--- src/rtl/pinint_pkg.sv ---
package pinint_pkg;

  typedef struct packed {
    logic pin_en;      // bit 3
    logic pol_high;    // bit 2
    logic both_edges;  // bit 1
    logic tmr_sync;    // bit 0
  } pin_cfg_t;

  localparam pin_cfg_t CFG_RESET = '0;

  // An accepted transition to new_lvl qualifies as an event under cfg.
  function automatic logic edge_counts(input pin_cfg_t cfg, input logic new_lvl);
    return cfg.pin_en && (cfg.both_edges || (new_lvl == cfg.pol_high));
  endfunction

  // Level test: filtered level sits at the selected polarity.
  function automatic logic level_matches(input pin_cfg_t cfg, input logic lvl);
    return cfg.pin_en && (lvl == cfg.pol_high);
  endfunction

  // A control write that touches enable/polarity and lands on the active level.
  function automatic logic write_arms(input pin_cfg_t old_cfg, input pin_cfg_t new_cfg,
                                      input logic lvl);
    logic touched;
    touched = (old_cfg.pin_en != new_cfg.pin_en) || (old_cfg.pol_high != new_cfg.pol_high);
    return touched && new_cfg.pin_en && (lvl == new_cfg.pol_high);
  endfunction

endpackage

--- src/rtl/pinint_sync.sv ---
module pinint_sync #(
  parameter int   STAGES  = 2,
  parameter logic RST_VAL = 1'b1
) (
  input  logic clk,
  input  logic rst_n,
  input  logic d_i,
  output logic q_o
);
  logic [STAGES-1:0] chain_q;

  genvar g;
  generate
    for (g = 0; g < STAGES; g++) begin : g_stage
      if (g == 0) begin : g_first
        always_ff @(posedge clk or negedge rst_n) begin
          if (!rst_n) chain_q[0] <= RST_VAL;
          else        chain_q[0] <= d_i;
        end
      end else begin : g_next
        always_ff @(posedge clk or negedge rst_n) begin
          if (!rst_n) chain_q[g] <= RST_VAL;
          else        chain_q[g] <= chain_q[g-1];
        end
      end
    end
  endgenerate

  assign q_o = chain_q[STAGES-1];
endmodule

--- src/rtl/pinint_filter.sv ---
module pinint_filter #(
  parameter int   STABLE_CYCLES = 4,
  parameter logic IDLE_LEVEL    = 1'b1
) (
  input  logic clk,
  input  logic rst_n,
  input  logic lvl_i,      // synchronised pin
  output logic lvl_o,      // last accepted level
  output logic accept_o,   // this edge accepts lvl_i
  output logic new_lvl_o   // level being accepted
);
  localparam int CW = (STABLE_CYCLES > 2) ? $clog2(STABLE_CYCLES) : 1;
  localparam logic [CW-1:0] LAST = CW'(STABLE_CYCLES - 1);

  logic [CW-1:0] run_q;
  logic          acc_q;
  logic          differs;

  assign differs   = (lvl_i != acc_q);
  assign accept_o  = differs && (run_q == LAST);
  assign new_lvl_o = lvl_i;
  assign lvl_o     = acc_q;

  always_ff @(posedge clk or negedge rst_n) begin
    if (!rst_n) begin
      run_q <= '0;
      acc_q <= IDLE_LEVEL;
    end else if (!differs) begin
      run_q <= '0;
    end else if (accept_o) begin
      run_q <= '0;
      acc_q <= lvl_i;
    end else begin
      run_q <= run_q + 1'b1;
    end
  end
endmodule

--- src/rtl/pinint_flag.sv ---
module pinint_flag (
  input  logic clk,
  input  logic rst_n,
  input  logic set_i,
  input  logic ack_i,
  input  logic test_i,
  output logic flag_o,
  output logic skip_o
);
  logic flag_q, skip_q;

  always_ff @(posedge clk or negedge rst_n) begin
    if (!rst_n) begin
      flag_q <= 1'b0;
      skip_q <= 1'b0;
    end else begin
      skip_q <= test_i && flag_q;
      if (set_i)                flag_q <= 1'b1;  // set wins
      else if (ack_i || test_i) flag_q <= 1'b0;
    end
  end

  assign flag_o = flag_q;
  assign skip_o = skip_q;
endmodule

--- src/rtl/pinint_top.sv ---
module pinint_top
  import pinint_pkg::*;
#(
  parameter int   SYNC_STAGES   = 2,
  parameter int   STABLE_CYCLES = 4,
  parameter logic IDLE_LEVEL    = 1'b1
) (
  input  logic       clk,
  input  logic       rst_n,
  input  logic       pin_i,
  input  logic       cfg_we_i,
  input  logic [3:0] cfg_wdata_i,
  output logic [3:0] cfg_rdata_o,
  input  logic       test_clr_i,
  output logic       skip_o,
  input  logic       int_ack_i,
  input  logic       local_en_i,
  input  logic       global_en_i,
  output logic       req_flag_o,
  output logic       irq_o,
  output logic       level_hit_o,
  output logic       tmr_start_o
);
  pin_cfg_t cfg_q, cfg_new;
  logic     pin_sync;
  logic     acc_lvl, accept_evt, new_lvl;
  logic     edge_evt, write_evt, set_evt, clr_evt;
  logic     tmr_q;

  pinint_sync #(.STAGES(SYNC_STAGES), .RST_VAL(IDLE_LEVEL)) u_sync (
    .clk(clk), .rst_n(rst_n), .d_i(pin_i), .q_o(pin_sync)
  );

  pinint_filter #(.STABLE_CYCLES(STABLE_CYCLES), .IDLE_LEVEL(IDLE_LEVEL)) u_filt (
    .clk(clk), .rst_n(rst_n), .lvl_i(pin_sync),
    .lvl_o(acc_lvl), .accept_o(accept_evt), .new_lvl_o(new_lvl)
  );

  assign cfg_new   = pin_cfg_t'(cfg_wdata_i);
  assign edge_evt  = accept_evt && edge_counts(cfg_q, new_lvl);
  assign write_evt = cfg_we_i && write_arms(cfg_q, cfg_new, acc_lvl);
  assign set_evt   = edge_evt || write_evt;
  assign clr_evt   = int_ack_i || test_clr_i;

  always_ff @(posedge clk or negedge rst_n) begin
    if (!rst_n) begin
      cfg_q <= CFG_RESET;
      tmr_q <= 1'b0;
    end else begin
      if (cfg_we_i) cfg_q <= cfg_new;
      tmr_q <= edge_evt && cfg_q.tmr_sync;
    end
  end

  pinint_flag u_flag (
    .clk(clk), .rst_n(rst_n), .set_i(set_evt), .ack_i(int_ack_i),
    .test_i(test_clr_i), .flag_o(req_flag_o), .skip_o(skip_o)
  );

  assign cfg_rdata_o = cfg_q;
  assign irq_o       = req_flag_o && local_en_i && global_en_i;
  assign level_hit_o = level_matches(cfg_q, acc_lvl);
  assign tmr_start_o = tmr_q;
endmodule

--- config.mk ---
export PLATFORM = sky130hd
export DESIGN_NAME = pinint_top
export DESIGN_NICKNAME = d
export VERILOG_FILES = /design/src/rtl/pinint_pkg.sv /design/src/rtl/pinint_sync.sv /design/src/rtl/pinint_filter.sv /design/src/rtl/pinint_flag.sv /design/src/rtl/pinint_top.sv
export SDC_FILE = /design/constraint.sdc
export NUM_CORES = 1
export LEC_CHECK = 0
export BUFFER_PORTS_ARGS = -buffer_cell sky130_fd_sc_hd__buf_2
export CORE_AREA = 3 3 40 42
export DETAILED_ROUTE_END_ITERATION = 8
export DIE_AREA = 0 0 43 45
export PLACE_DENSITY = 0.76
export SETUP_SLACK_MARGIN = 0.2
export SLEW_MARGIN = 15
export SYNTH_ARGS = -nofsm -noshare
export SYNTH_HDL_FRONTEND = slang
export SYNTH_SLANG_ARGS = --single-unit
--- constraint.sdc ---
create_clock -name clk -period 1.6 [get_ports clk]
set_clock_uncertainty 0.1 [all_clocks]
set_input_delay 0.08 -clock clk [delete_from_list [all_inputs] [get_ports clk]]
set_output_delay 0.08 -clock clk [all_outputs]
set_load 0.01 [all_outputs]
# == Word level (Yosys, flattened, before mapping) ==
# Cells that the tools add are included.
# op_classes
n_addsub,1
eq_ne,7
mux,4
reduce_logical,17
# ops
operator,count
logical AND 1 bit,11
logical OR 1 bit,4
2-to-1 mux 2 bit,2
equality test 1 bit,3
!= test 1 bit,3
"adder 2 x 1 -> 2 bit, second input constant",1
"equality test 2 bit, second input constant",1
2-to-1 mux 1 bit,2
AND reduction 2 bit,1
nonzero test 2 bit,1
# totals
register_bits,12
output_inout_bits,9

# == Longest topological paths before layout ==
# Gate-level depths: netlist of the first run.
# depth
word_depth,7
mapped_depth,4
ltp_nobuf,3

# == Cells and area by module ==
# A second synthesis of the first run with hierarchy kept.
# unflattened
cells_unflattened,35
area_unflattened_um2,500.5
# by_module_without_submodules
mod,instances,cells_each,area_each_um2,seq_area_each_um2
pinint_top,1,18,237.7,125.1
pinint_filter,1,10,141.4,76.3
pinint_flag,1,5,68.8,50.0
pinint_sync,1,2,52.6,52.6

# == Worst setup path before layout of the first run ==
# Ideal clock, no wire load.
# synth_path
path_kind,reg2reg
startpoint,register u_sync.chain_q[1] (netlist: u_sync.q_o)
endpoint,register u_flag.flag_q (netlist: u_flag.flag_o)
t_arrival_ps,1028
required_ps,1373
path_slack_ps,345
path_stages_with_launch,4
path_buffers,0
synth_period_minus_slack_ps,1255
path_cell_list,dfstp_2 -> and2b_2 -> a22oi_2 -> o211ai_2
# synth_between
elab_chain_cells,6
word_cells_on_any_way,9
cone_classes,eq/ne: 2; mux: 1; reduce/logical: 6
# synth_lines
item,line_no,text
"start, declared",pinint_sync.sv:10,logic [STAGES-1:0] chain_q;
"start signal, assigned by index",pinint_sync.sv:23,else chain_q[g] <= chain_q[g-1];
equality test 1 bit,pinint_pkg.sv:14,return cfg.pin_en && (cfg.both_edges || (new_lvl == cfg.pol_high));
logical OR 1 bit,pinint_pkg.sv:14,
logical AND 1 bit,pinint_pkg.sv:14,
logical AND 1 bit *,pinint_top.sv:40,"assign edge_evt = accept_evt && edge_counts(cfg_q, new_lvl);"
logical OR 1 bit *,pinint_top.sv:42,assign set_evt = edge_evt || write_evt;
2-to-1 mux 1 bit or nonzero test 2 bit (tied branches),-,
"end signal, assigned",pinint_flag.sv:14,flag_q <= 1'b0;
"end signal, assigned",pinint_flag.sv:18,if (set_i) flag_q <= 1'b1;
"end signal, assigned",pinint_flag.sv:19,else if (ack_i || test_i) flag_q <= 1'b0;
"end, declared",pinint_flag.sv:10,"logic flag_q, skip_q;"
# Every way passes the cells marked *; elsewhere a longest branch is shown, timed or not.
# A chain may end at the register's enable or synchronous reset.

# == Worst setup path after layout of the first run ==
# layout_path
startpoint,register u_filt.acc_q (netlist: u_filt.lvl_o)
endpoint,output port level_hit_o
# layout_between
elab_chain_cells,2
# layout_lines
item,line_no,text
"start, declared",pinint_filter.sv:16,logic acc_q;
"start signal, assigned",pinint_filter.sv:32,acc_q <= lvl_i;
equality test 1 bit,pinint_pkg.sv:19,return cfg.pin_en && (lvl == cfg.pol_high);
logical AND 1 bit,pinint_pkg.sv:19,
"end, declared",pinint_top.sv:21,"output logic level_hit_o,"
# No other way between the ends.

==> results by group, run 1 <==
Outcome
  • Status: finished clean

Synthesis
  • Cells after Synth: 39
  • Mean Syn Cell Area: 13.4 um^2
  • #FFs+latches synth: 12
  • Post-synthesis net count: 52
  • Sequential-to-total area share from yosys stat: 0.583
  • Distinct cell type count after synthesis: 20
  • Top cells by area, synth: dfrtp_1 43%, dfstp_2 15%, mux2_2 8.6%, and2_1 3.6%, xor2_1 3.4%
  • Share of the synthesized area in the top cell type: 0.432
  • Synth area leader: dfrtp_1
  • Total number of yosys warnings: 0
  • Cell area after synthesis: about 520 um^2

Timing
  • Final Max Slew Viols: 0
  • Final worst slack: between 200 and 250 ps
  • Fmax: slightly above 700 MHz
  • Final Cycle Share: 0.872
  • Relative slew slack: 0.829
  • Setup TNS: 0 ps
  • Tmin final: approximately 1400 ps
  • Final Hold Viols: 0
  • # setup viols final: 0
  • Slew @ Worst Pin: between 200 and 300 ps
  • RSZ-0062 raised after global routing: yes

Floorplan
  • Die Y: about 45 um
  • CORE AREA: roughly 1300 um^2
  • Die X: between 40 and 50 um
  • Rows: 13
  • Die Area: slightly below 2000 um^2
  • Boundary Pins: 21
  • Effective utilization at floorplan: 0.406

Hold path
  • Hold crit path type: in -> reg
  • Hold Path Depth: 4
  • Hold endpoint: u_flag.flag_o$_DFFE_PN0P_
  • Hold path start: int_ack_i

Drt
  • DR vias/cell: approximately 4.7
  • Routed Antenna Nets: 0
  • Initial DRT Pass Iterations: 1
  • Starting DRT DRC Count: 0
  • Routed len/inst: between 10 and 15 um
  • Final wirelength: between 1000 and 1500 um
  • # DRC: 0
  • DR vias: 410

Clocking
  • Clk_lat worst skew: between 200 and 300 ps
  • TritonCTS clock tree: yes
  • Clk root buf: clkbuf_4
  • Max H-tree Level: 1
  • Clock tree buffer depth: 2
  • Reg clk slew, reported paths: approximately 70 ps
  • Number of CTS-inserted buffers: 3
  • Clock sink total: 12

Final layout
  • Layout cells sized above 1: 0.514
  • Nets@finish: 86
  • Synth-to-layout area growth: 47.2%
  • # diodes: 0

Worst setup path
  • Crit path kind: reg -> out
  • Flop2flop setup slack: between 200 and 300 ps
  • R2R depth: 4
  • Critical R2R Capture: u_flag.flag_o$_DFFE_PN0P_
  • Reg-to-reg startpoint: u_filt.lvl_o$_DFFE_PN1P_
  • Worst Path Max Fanout: 2
  • CP Capture Type: output port
  • Startpoint Class: flip-flop
  • CP required: 1420 ps
  • Arr. time, crit path: between 1000 and 1500 ps

Placement
  • Gpl congestion: between 0.7 and 0.8
  • Port bufs: 20
  • Setup slack at placement: 275 ps

Global routing
  • Vias in the first global route: approximately 470
  • Largest net degree at the start of global routing: 13
  • GRT overflow: 0
  • First-pass GRT wire length: between 1500 and 2000 um
  • All-Layer GR Usage: 0.129
  • Initial antenna violation count: 0

Run
  • Max-cap violations: 0

Power and ir drop
  • Worst ir drop on vdd: 0.712 mV
  • Power per cell area: between 1000 and 1500 nW/um^2
  • Leakage: 0.391 nW
[power breakdown]
group          switching, mW  internal (mW)
sequential            0.0424          0.371
combinational          0.127          0.183
clock                 0.0997          0.138
[critical path: stages, from the launching register on]
cell,delay (ps)
dfstp_2,560
xnor2_2,120
and2_1,140
buf_2,120
[per-layer routing]
layer,up-vias,GRT usage,part of all wire
li1,199,-,-
met1,190,0.130,0.40
met2,19,0.240,0.51
met3,2,0.0239,0.074
met4,0,0.0904,0.014
met5,-,0,0
[cells by family (layout without fill, tap and decap cells)]
kind of cell / after synthesis / in the layout / synth area share
DFF: 12 / 12 / 0.583
and+or+nand+nor: 12 / 12 / 0.134
AOI/OAI and AO/OA: 5 / 5 / 0.0935
muxes: 4 / 4 / 0.0863
xor gates and xnor gates: 3 / 3 / 0.0504
buffers and inverters: 2 / 35 / 0.0288
adders and majority gates: 1 / 1 / 0.0240
[sequential cells by signal (all words and copies together) (netlist names)]
signal	flops
u_filt.lvl_o	1
u_filt.run_q	2
tmr_start_o	1
u_flag.flag_o	1
u_sync.chain_q	1
cfg_rdata_o	4
u_flag.skip_o	1
u_sync.q_o	1
[area by class of cell]
type                       count  area [um^2]
clock buffer                   4         36.3
fill                         116          517
inverter                       1         3.75
multi-input combinational     25          210
sequential                    12          304
tap                           15         18.8
timing repair buffer          30          195
[synth_stat cells, drive strengths merged]
cell and n:
o21ba 1, buf 1, a211o 1, inv 1
nand2 3, dfstp 3, and2 3, o21ai 1
and3 1, nor3b 2, o211ai 1, a22oi 1
nor2 1, xor2 2, xnor2 1, ha 1
and2b 1, nand2b 1, dfrtp 9, mux2 4
[metrics by stage]
stage               cells  power, mW  hold WS [ps]   util  instance area, um^2
finish                 87      0.961          15.6  0.598                  768
global route           87       1.02          28.8  0.598                  768
CTS                    86      0.936          24.3  0.586                  753
detailed placement     73      0.662          -129  0.490                  629
global placement       73      0.651          -129  0.490                  629
floorplan              39      0.605          -316      -                  522
[timing repair]
action	CTS	global route
endpoints found under the setup margin	1	1
pin swaps	1	2
buffers inserted	1	1
hold buffers	8	0
gates resized for setup	0	1
endpoints found under the hold margin	18	0
[how the worst max path moves through the flow]
stage,slack [ps],startpoint,endpoint
floorplan,340,u_sync.q_o$_DFF_PN1_,u_flag.flag_o$_DFFE_PN0P_
global placement,330,u_sync.q_o$_DFF_PN1_,u_flag.flag_o$_DFFE_PN0P_
detailed placement,280,u_sync.q_o$_DFF_PN1_,u_flag.flag_o$_DFFE_PN0P_
CTS,200,u_filt.lvl_o$_DFFE_PN1P_,level_hit_o
global route,150,u_filt.lvl_o$_DFFE_PN1P_,level_hit_o
finish,210,u_filt.lvl_o$_DFFE_PN1P_,level_hit_o
[placed cells by master (no fill, tap or decap)]
cell           instances
dlygate4sd3_1          8
clkbuf_8               1
dfstp_2                3
a211o_1                1
and3_1                 1
o211ai_2               1
buf_4                  2
buf_2                 20
nor3b_1                2
o21ai_0                1
xnor2_2                1
and2_1                 3
inv_1                  1
a22oi_2                1
nor2_1                 1
nand2b_1               1
ha_1                   1
clkbuf_4               3
dfrtp_1                9
nand2_1                3
and2b_2                1
o21ba_1                1
mux2_2                 4
xor2_1                 2
No activity file was read; power rests on OpenSTA's default activity.
==> run 2: changes to the inputs <==
--- a/config.mk
+++ b/config.mk
@@ -5,6 +5,7 @@
 export SDC_FILE = /design/constraint.sdc
 export NUM_CORES = 1
 export LEC_CHECK = 0
+export ABC_AREA = 1
 export BUFFER_PORTS_ARGS = -buffer_cell sky130_fd_sc_hd__buf_2
 export CORE_AREA = 3 3 40 42
 export DETAILED_ROUTE_END_ITERATION = 8
==> run 2 against run 1 <==
Net effect:
- the flow now finishes with violations (negative hold slack)
- clock-buffer cell count is the same
- flip-flop and latch count is the same
- register-to-register slack is essentially flat
- largest cell class unchanged
==> results by group, run 2 <==
Outcome
  • Status: finished, violations left
  • Failing checks: negative hold slack

Synthesis
  • Distinct cell type count after synthesis: 16
  • Mean Syn Cell Area: 8.93 um^2
  • Top cells by area, synth: dfrtp_1 43%, dfstp_2 15%, nand2_1 11%, o21ai_0 5.7%, inv_1 5.0%
  • Post-synth EDFFs: 0
  • Synth area leader: dfrtp_1
  • Cell area after synthesis: roughly 530 um^2
  • #FFs+latches synth: 12
  • Share of the synthesized area in the top cell type: 0.428
  • Total number of yosys warnings: 0
  • Top cells by count, synth: 16 x nand2_1, 9 x dfrtp_1, 7 x inv_1
  • Ys async rst share: 1.00
  • Post-synthesis net count: between 70 and 80
  • Cells after Synth: slightly below 60
  • Synth Flop Type: dfrtp_1
  • Sequential-to-total area share from yosys stat: 0.577
  • Top-count cell post-synth: nand2_1

Timing
  • Final Cycle Share: 0.868
  • # setup viols final: 0
  • Slew @ Worst Pin: about 260 ps
  • Hold Slack: -12.9 ps
  • Final worst slack: 212 ps
  • Tmin final: 1390 ps
  • Fmax: between 700 and 800 MHz
  • RSZ-0062 raised after global routing: yes
  • Setup TNS: 0 ps
  • Final Max Slew Viols: 0
  • Final Hold Viols: 2
  • Relative slew slack: 0.823

Worst setup path
  • Master of the slowest instance on the critical path: dfstp_2
  • Startpoint Class: flip-flop
  • Crit path kind: reg -> out
  • Reg-to-reg startpoint: cfg_rdata_o[3]$_DFFE_PN0P_
  • Crit path buf inv count: 2
  • CP Capture Type: output port
  • CP delay by family, top: flip-flops
  • Arr. time, crit path: around 1200 ps
  • Worst Path Max Fanout: 5
  • CP required: ~1400 ps
  • CP startpoint: u_filt.lvl_o$_DFFE_PN1P_
  • Crit-path cells: inv_2, o21ai_2, a21oi_2, buf_2
  • CP max stage delay: 550 ps

Final layout
  • Layout cells sized above 1: 0.406
  • # diodes: 0
  • Most frequent cells in the layout: 20 x buf_2, 16 x nand2_1, 11 x dlygate4sd3_1
  • # fillers: 102
  • Synth-to-layout area growth: 54.6%
  • Commonest non-fill, non-tap cell in the layout: buf_2
  • Max reg flops: 4
  • Nets@finish: 110

Hold path
  • Hold path start: cfg_we_i
  • Hold crit path type: in -> reg

Power and ir drop
  • Clock network power share: 0.273
  • Power per cell area: about 1100 nW/um^2
  • Comb power frac: 0.289
  • Sequential power share: 0.438
  • Worst ir drop on vdd: approximately 0.96 mV
  • P_sw: 0.287 mW
  • Sw Share: 0.314
  • Cell Int Power: 0.629 mW
  • Leakage: between 0.4 and 0.5 nW

Floorplan
  • Rows: 13
  • Die X: ~43 um
  • Boundary Pins: 21
  • CORE AREA: roughly 1300 um^2
  • Die Y: between 40 and 50 um
  • Die Area: between 1500 and 2000 um^2
  • Effective utilization at floorplan: 0.410

Clocking
  • Clock tree buffer depth: 2
  • Clk root buf: clkbuf_4
  • Reg clk slew, reported paths: ~80 ps
  • Clk_lat worst skew: between 200 and 300 ps
  • Max H-tree Level: 1
  • TritonCTS clock tree: yes
  • Number of CTS-inserted buffers: 3
  • Clock sink total: 12

Drt
  • DR vias/cell: ~4.6
  • Final wirelength: about 1300 um
  • Routed len/inst: 11.6 um
  • Initial DRT Pass Iterations: 4
  • Routed Antenna Nets: 0
  • # DRC: 0
  • DR vias: 513
  • Starting DRT DRC Count: 10

Global routing
  • First-pass GRT wire length: between 2000 and 2500 um
  • Vias in the first global route: between 400 and 500
  • Most used routing layer: met2
  • Met3 Track Usage GR: 0.0239
  • GRT overflow: 0
  • Met1 Use GR: 0.163
  • Met2 GRT Util: 0.302
  • Initial antenna violation count: 0
  • All-Layer GR Usage: 0.160
  • Largest net degree at the start of global routing: 13

Placement
  • Port bufs: 20
  • Setup slack at placement: roughly 460 ps
  • Dpl hpwl: between 800 and 900 um
  • Gpl congestion: 0.842

Run
  • Max-cap violations: 0
-- run 2: cell count changes after synthesis, sizes merged, moves of 2 or more --
| cell | delta |
|---|---|
| nor3b | -2 |
| nand3 | +3 |
| mux2 | -4 |
| nor2 | +3 |
| and2 | -3 |
| o21ai | +5 |
| inv | +9 |
| xor2 | -2 |
| nand2 | +16 |
-- run 2: worst paths after layout --
check / endpoint / slack [ps] / cells past startpoint
worst max register to register: cfg_rdata_o[3]$_DFFE_PN0P_ / 270 / 3
max in group asynchronous: u_filt.lvl_o$_DFFE_PN1P_ / 1040 / 2
worst max-delay path: level_hit_o / 210 / 4
min in group asynchronous: tmr_start_o$_DFF_PN0_ / 90 / 2
worst min register to register: u_sync.q_o$_DFF_PN1_ / 260 / 0
worst min-delay path: cfg_rdata_o[0]$_DFFE_PN0P_ / -10 / 2
-- run 2: timing repair --
action	4_1_cts	5_1_grt
buffers inserted	1	1
gates cloned	0	0
setup endpoints to repair	1	1
gates resized for setup	1	2
endpoints found under the hold margin	19	0
hold buffers	11	0
pin swaps	0	0
-- run 2: logic make-up (layout without fill, tap and decap cells) --
family / after synthesis / count (layout) / share of synthesized area
AOI/OAI and AO/OA: 7 / 7 / 0.0665
buffers and inverters: 10 / 47 / 0.0713
and+or+nand+nor: 29 / 29 / 0.261
adders and majority gates: 1 / 1 / 0.0237
DFF: 12 / 12 / 0.577
-- run 2: metrics by stage --
stage / total power, mW / utilization / instance area (um^2) / hold WS, ps / std cells
3_3_place_gp: 0.597 / 0.502 / 646 / -130 / 94
2_1_floorplan: 0.532 / - / 527 / -316 / 59
4_1_cts: 0.879 / 0.622 / 800 / 0.409 / 110
6_report: 0.916 / 0.634 / 815 / -12.9 / 111
5_1_grt: 0.974 / 0.634 / 815 / 40.2 / 111
3_5_place_dp: 0.605 / 0.502 / 646 / -130 / 94
-- run 2: routing by layer --
metal,vias to the layer above,routed length (um)
met3,4,55
li1,262,-
met5,-,0
met1,232,484
met4,0,40
met2,15,710
-- run 2: power groups by stage --
stage	combinational (mW)	clock, mW	sequential, mW
after floorplan	0.124	0	0.408
after global placement	0.193	0	0.404
after detailed placement	0.199	0	0.406
after CTS	0.238	0.244	0.397
after global routing	0.298	0.268	0.408
final	0.265	0.250	0.401
-- run 2: final cells by class --
| cell class | count | area [um^2] | area share |
|---|---|---|---|
| repair buffers | 33 | 225 | 0.276 |
| well taps | 15 | 18.8 | 0.0230 |
| multi-input cells | 37 | 193 | 0.237 |
| inverters | 10 | 37.5 | 0.0461 |
| clock buffers | 4 | 36.3 | 0.0445 |
| flip-flops and latches | 12 | 304 | 0.373 |
-- run 2: worst reg2reg max path: stages (launching register included) --
cell and delay, ps:
dfrtp_1 430, inv_1 50, o21ai_0 130, dlygate4sd3_1 560
==> run 3: changes to the inputs <==
--- a/config.mk
+++ b/config.mk
@@ -7,10 +7,10 @@
 export LEC_CHECK = 0
 export ABC_AREA = 1
 export BUFFER_PORTS_ARGS = -buffer_cell sky130_fd_sc_hd__buf_2
-export CORE_AREA = 3 3 40 42
+export CORE_MARGIN = 3
+export CORE_UTILIZATION = 40
 export DETAILED_ROUTE_END_ITERATION = 8
-export DIE_AREA = 0 0 43 45
-export PLACE_DENSITY = 0.76
+export PLACE_DENSITY = 0.77
 export SETUP_SLACK_MARGIN = 0.2
 export SLEW_MARGIN = 15
 export SYNTH_ARGS = -nofsm -noshare
==> run 3 against run 2 <==
Net effect:
- the flow now finishes without violations
- sequential share of layout area grew 2.4 points
- design area decreased by 6.1%
- maximum frequency rose by 3.5%
- die area decreased by 7.6%
- worst hold slack better by 17 ps
- via count shrank 6.0%
- critical endpoint unchanged
- largest cell class unchanged
- highest routed layer unchanged
==> results by group, run 3 (same netlist as run 2, synthesis figures left out) <==
Outcome
  • Status: finished clean

Clocking
  • Reg clk slew, reported paths: roughly 80 ps
  • TritonCTS clock tree: yes
  • Post-CTS Setup Bufs: 0
  • Clk_lat worst skew: around 270 ps
  • Max H-tree Level: 1
  • Clock sink total: 12
  • Clock tree buffer depth: 2
  • Clk root buf: clkbuf_4
  • Number of CTS-inserted buffers: 3

Final layout
  • Synth-to-layout area growth: 45.1%
  • Non-Filler Instances: between 100 and 150
  • Max reg flops: 4
  • Nets@finish: 106
  • # fillers: 94
  • Post-route design area: between 700 and 800 um^2
  • Layout cells sized above 1: 0.380
  • Sequential Area: roughly 300 um^2
  • Most frequent cells in the layout: 20 x buf_2, 16 x nand2_1, 9 x dfrtp_1, 9 x dlygate4sd3_1, 7 x inv_1
  • # diodes: 0
  • Multi-input logic area: about 190 um^2
  • Commonest non-fill, non-tap cell in the layout: buf_2
  • Final Core Density: 0.653

Timing
  • Final Hold Viols: 0
  • # setup viols final: 0
  • Final Cycle Share: 0.839
  • Final Max Slew Viols: 0
  • Setup TNS: 0 ps
  • Final worst slack: 258 ps
  • Fmax: approximately 750 MHz
  • Relative slew slack: 0.819
  • Slew @ Worst Pin: 272 ps
  • Tmin final: about 1300 ps
  • RSZ-0062 raised after global routing: yes

Drt
  • Final wirelength: ~1200 um
  • Routed Antenna Nets: 0
  • DR vias: roughly 480
  • DR vias/cell: 4.55
  • # DRC: 0
  • Starting DRT DRC Count: 6
  • Initial DRT Pass Iterations: 4
  • Routed len/inst: between 10 and 15 um

Worst setup path
  • Worst Path Max Fanout: 5
  • Crit path kind: reg -> out
  • Startpoint Class: flip-flop
  • Arr. time, crit path: 1160 ps
  • CP max stage delay: around 550 ps
  • Crit-path cells: inv_2, o21ai_2, a21oi_1, buf_2
  • Master of the slowest instance on the critical path: dfstp_2
  • CP Capture Type: output port
  • CP required: between 1000 and 1500 ps

Power and ir drop
  • Power per cell area: 1070 nW/um^2
  • Sequential power share: 0.489
  • Clock network power share: 0.240
  • Sw Share: 0.319
  • Leakage: around 0.42 nW
  • Comb power frac: 0.271
  • P_sw: about 0.26 mW
  • Worst ir drop on vdd: about 0.63 mV
  • Cell Int Power: ~0.56 mW

Floorplan
  • Die Area: around 1800 um^2
  • Effective utilization at floorplan: 0.450
  • Rows: 12
  • Boundary Pins: 21
  • Die Y: 42.3 um
  • CORE AREA: about 1200 um^2
  • Die X: about 42 um

Placement
  • Post-placement cell count: 93
  • Gpl congestion: roughly 0.72
  • Area after DPL: ~640 um^2
  • Dpl hpwl: 781 um
  • Setup slack at placement: about 480 ps
  • Port bufs: 20

Run
  • Max-cap violations: 0

Global routing
  • Largest net degree at the start of global routing: 13
  • GRT overflow: 0
  • First-pass GRT wire length: ~2000 um
  • All-Layer GR Usage: 0.155
  • Initial antenna violation count: 0
  • Vias in the first global route: 480

Hold path
  • Hold crit path type: in -> reg
-- run 3: area by class of cell --
class,instances,share of cell area
multi-input cells,37,0.247
well taps,14,0.0229
clock buffers,4,0.0344
repair buffers,29,0.249
flip-flops and latches,12,0.398
inverters,10,0.0491
-- run 3: power groups by stage --
| stage | registers [mW] | clock network [mW] | logic, mW |
|---|---|---|---|
| 2_1_floorplan | 0.408 | 0 | 0.124 |
| 3_3_place_gp | 0.403 | 0 | 0.194 |
| 3_5_place_dp | 0.404 | 0 | 0.200 |
| 4_1_cts | 0.399 | 0.199 | 0.225 |
| 5_1_grt | 0.409 | 0.214 | 0.259 |
| 6_report | 0.400 | 0.197 | 0.222 |
-- run 3: metal layers --
layer / track usage / routed length, um
met1: 0.187 / 542
met2: 0.249 / 538
met3: 0.0300 / 60
met4: 0.0994 / 51
met5: 0 / 0
-- run 3: metrics by stage --
stage                     hold WS [ps]  power [mW]
final                             3.75       0.819
after global placement            -133       0.596
after global routing              56.7       0.882
after detailed placement          -130       0.604
after CTS                         32.2       0.823
after floorplan                   -316       0.532
-- run 3: what timing repair did --
item | 4_1_cts | 5_1_grt
gates resized for setup | 0 | 2
hold buffers | 11 | 0
endpoints found under the hold margin | 19 | 0
endpoints found under the setup margin | 0 | 3
-- run 3: critical path: cells and delay by family (launching register included) --
| kind | cells | cell delay, ps |
|---|---|---|
| AO/OA/AOI/OAI | 2 | 150 |
| buffers and inverters | 2 | 210 |
| flip-flops | 1 | 550 |
-- run 3: worst paths after layout --
path | from | endpoint | slack, ps | depth (start not counted)
min in group asynchronous | rst_n | cfg_rdata_o[0]$_DFFE_PN0P_ | 100 | 2
worst max-delay path | u_filt.lvl_o$_DFFE_PN1P_ | level_hit_o | 260 | 4
worst max register to register | cfg_rdata_o[3]$_DFFE_PN0P_ | cfg_rdata_o[3]$_DFFE_PN0P_ | 270 | 3
worst min register to register | u_sync.chain_q[0]$_DFF_PN1_ | u_sync.q_o$_DFF_PN1_ | 260 | 0
max in group asynchronous | rst_n | u_sync.q_o$_DFF_PN1_ | 1010 | 2
worst min-delay path | cfg_we_i | cfg_rdata_o[0]$_DFFE_PN0P_ | 4 | 2
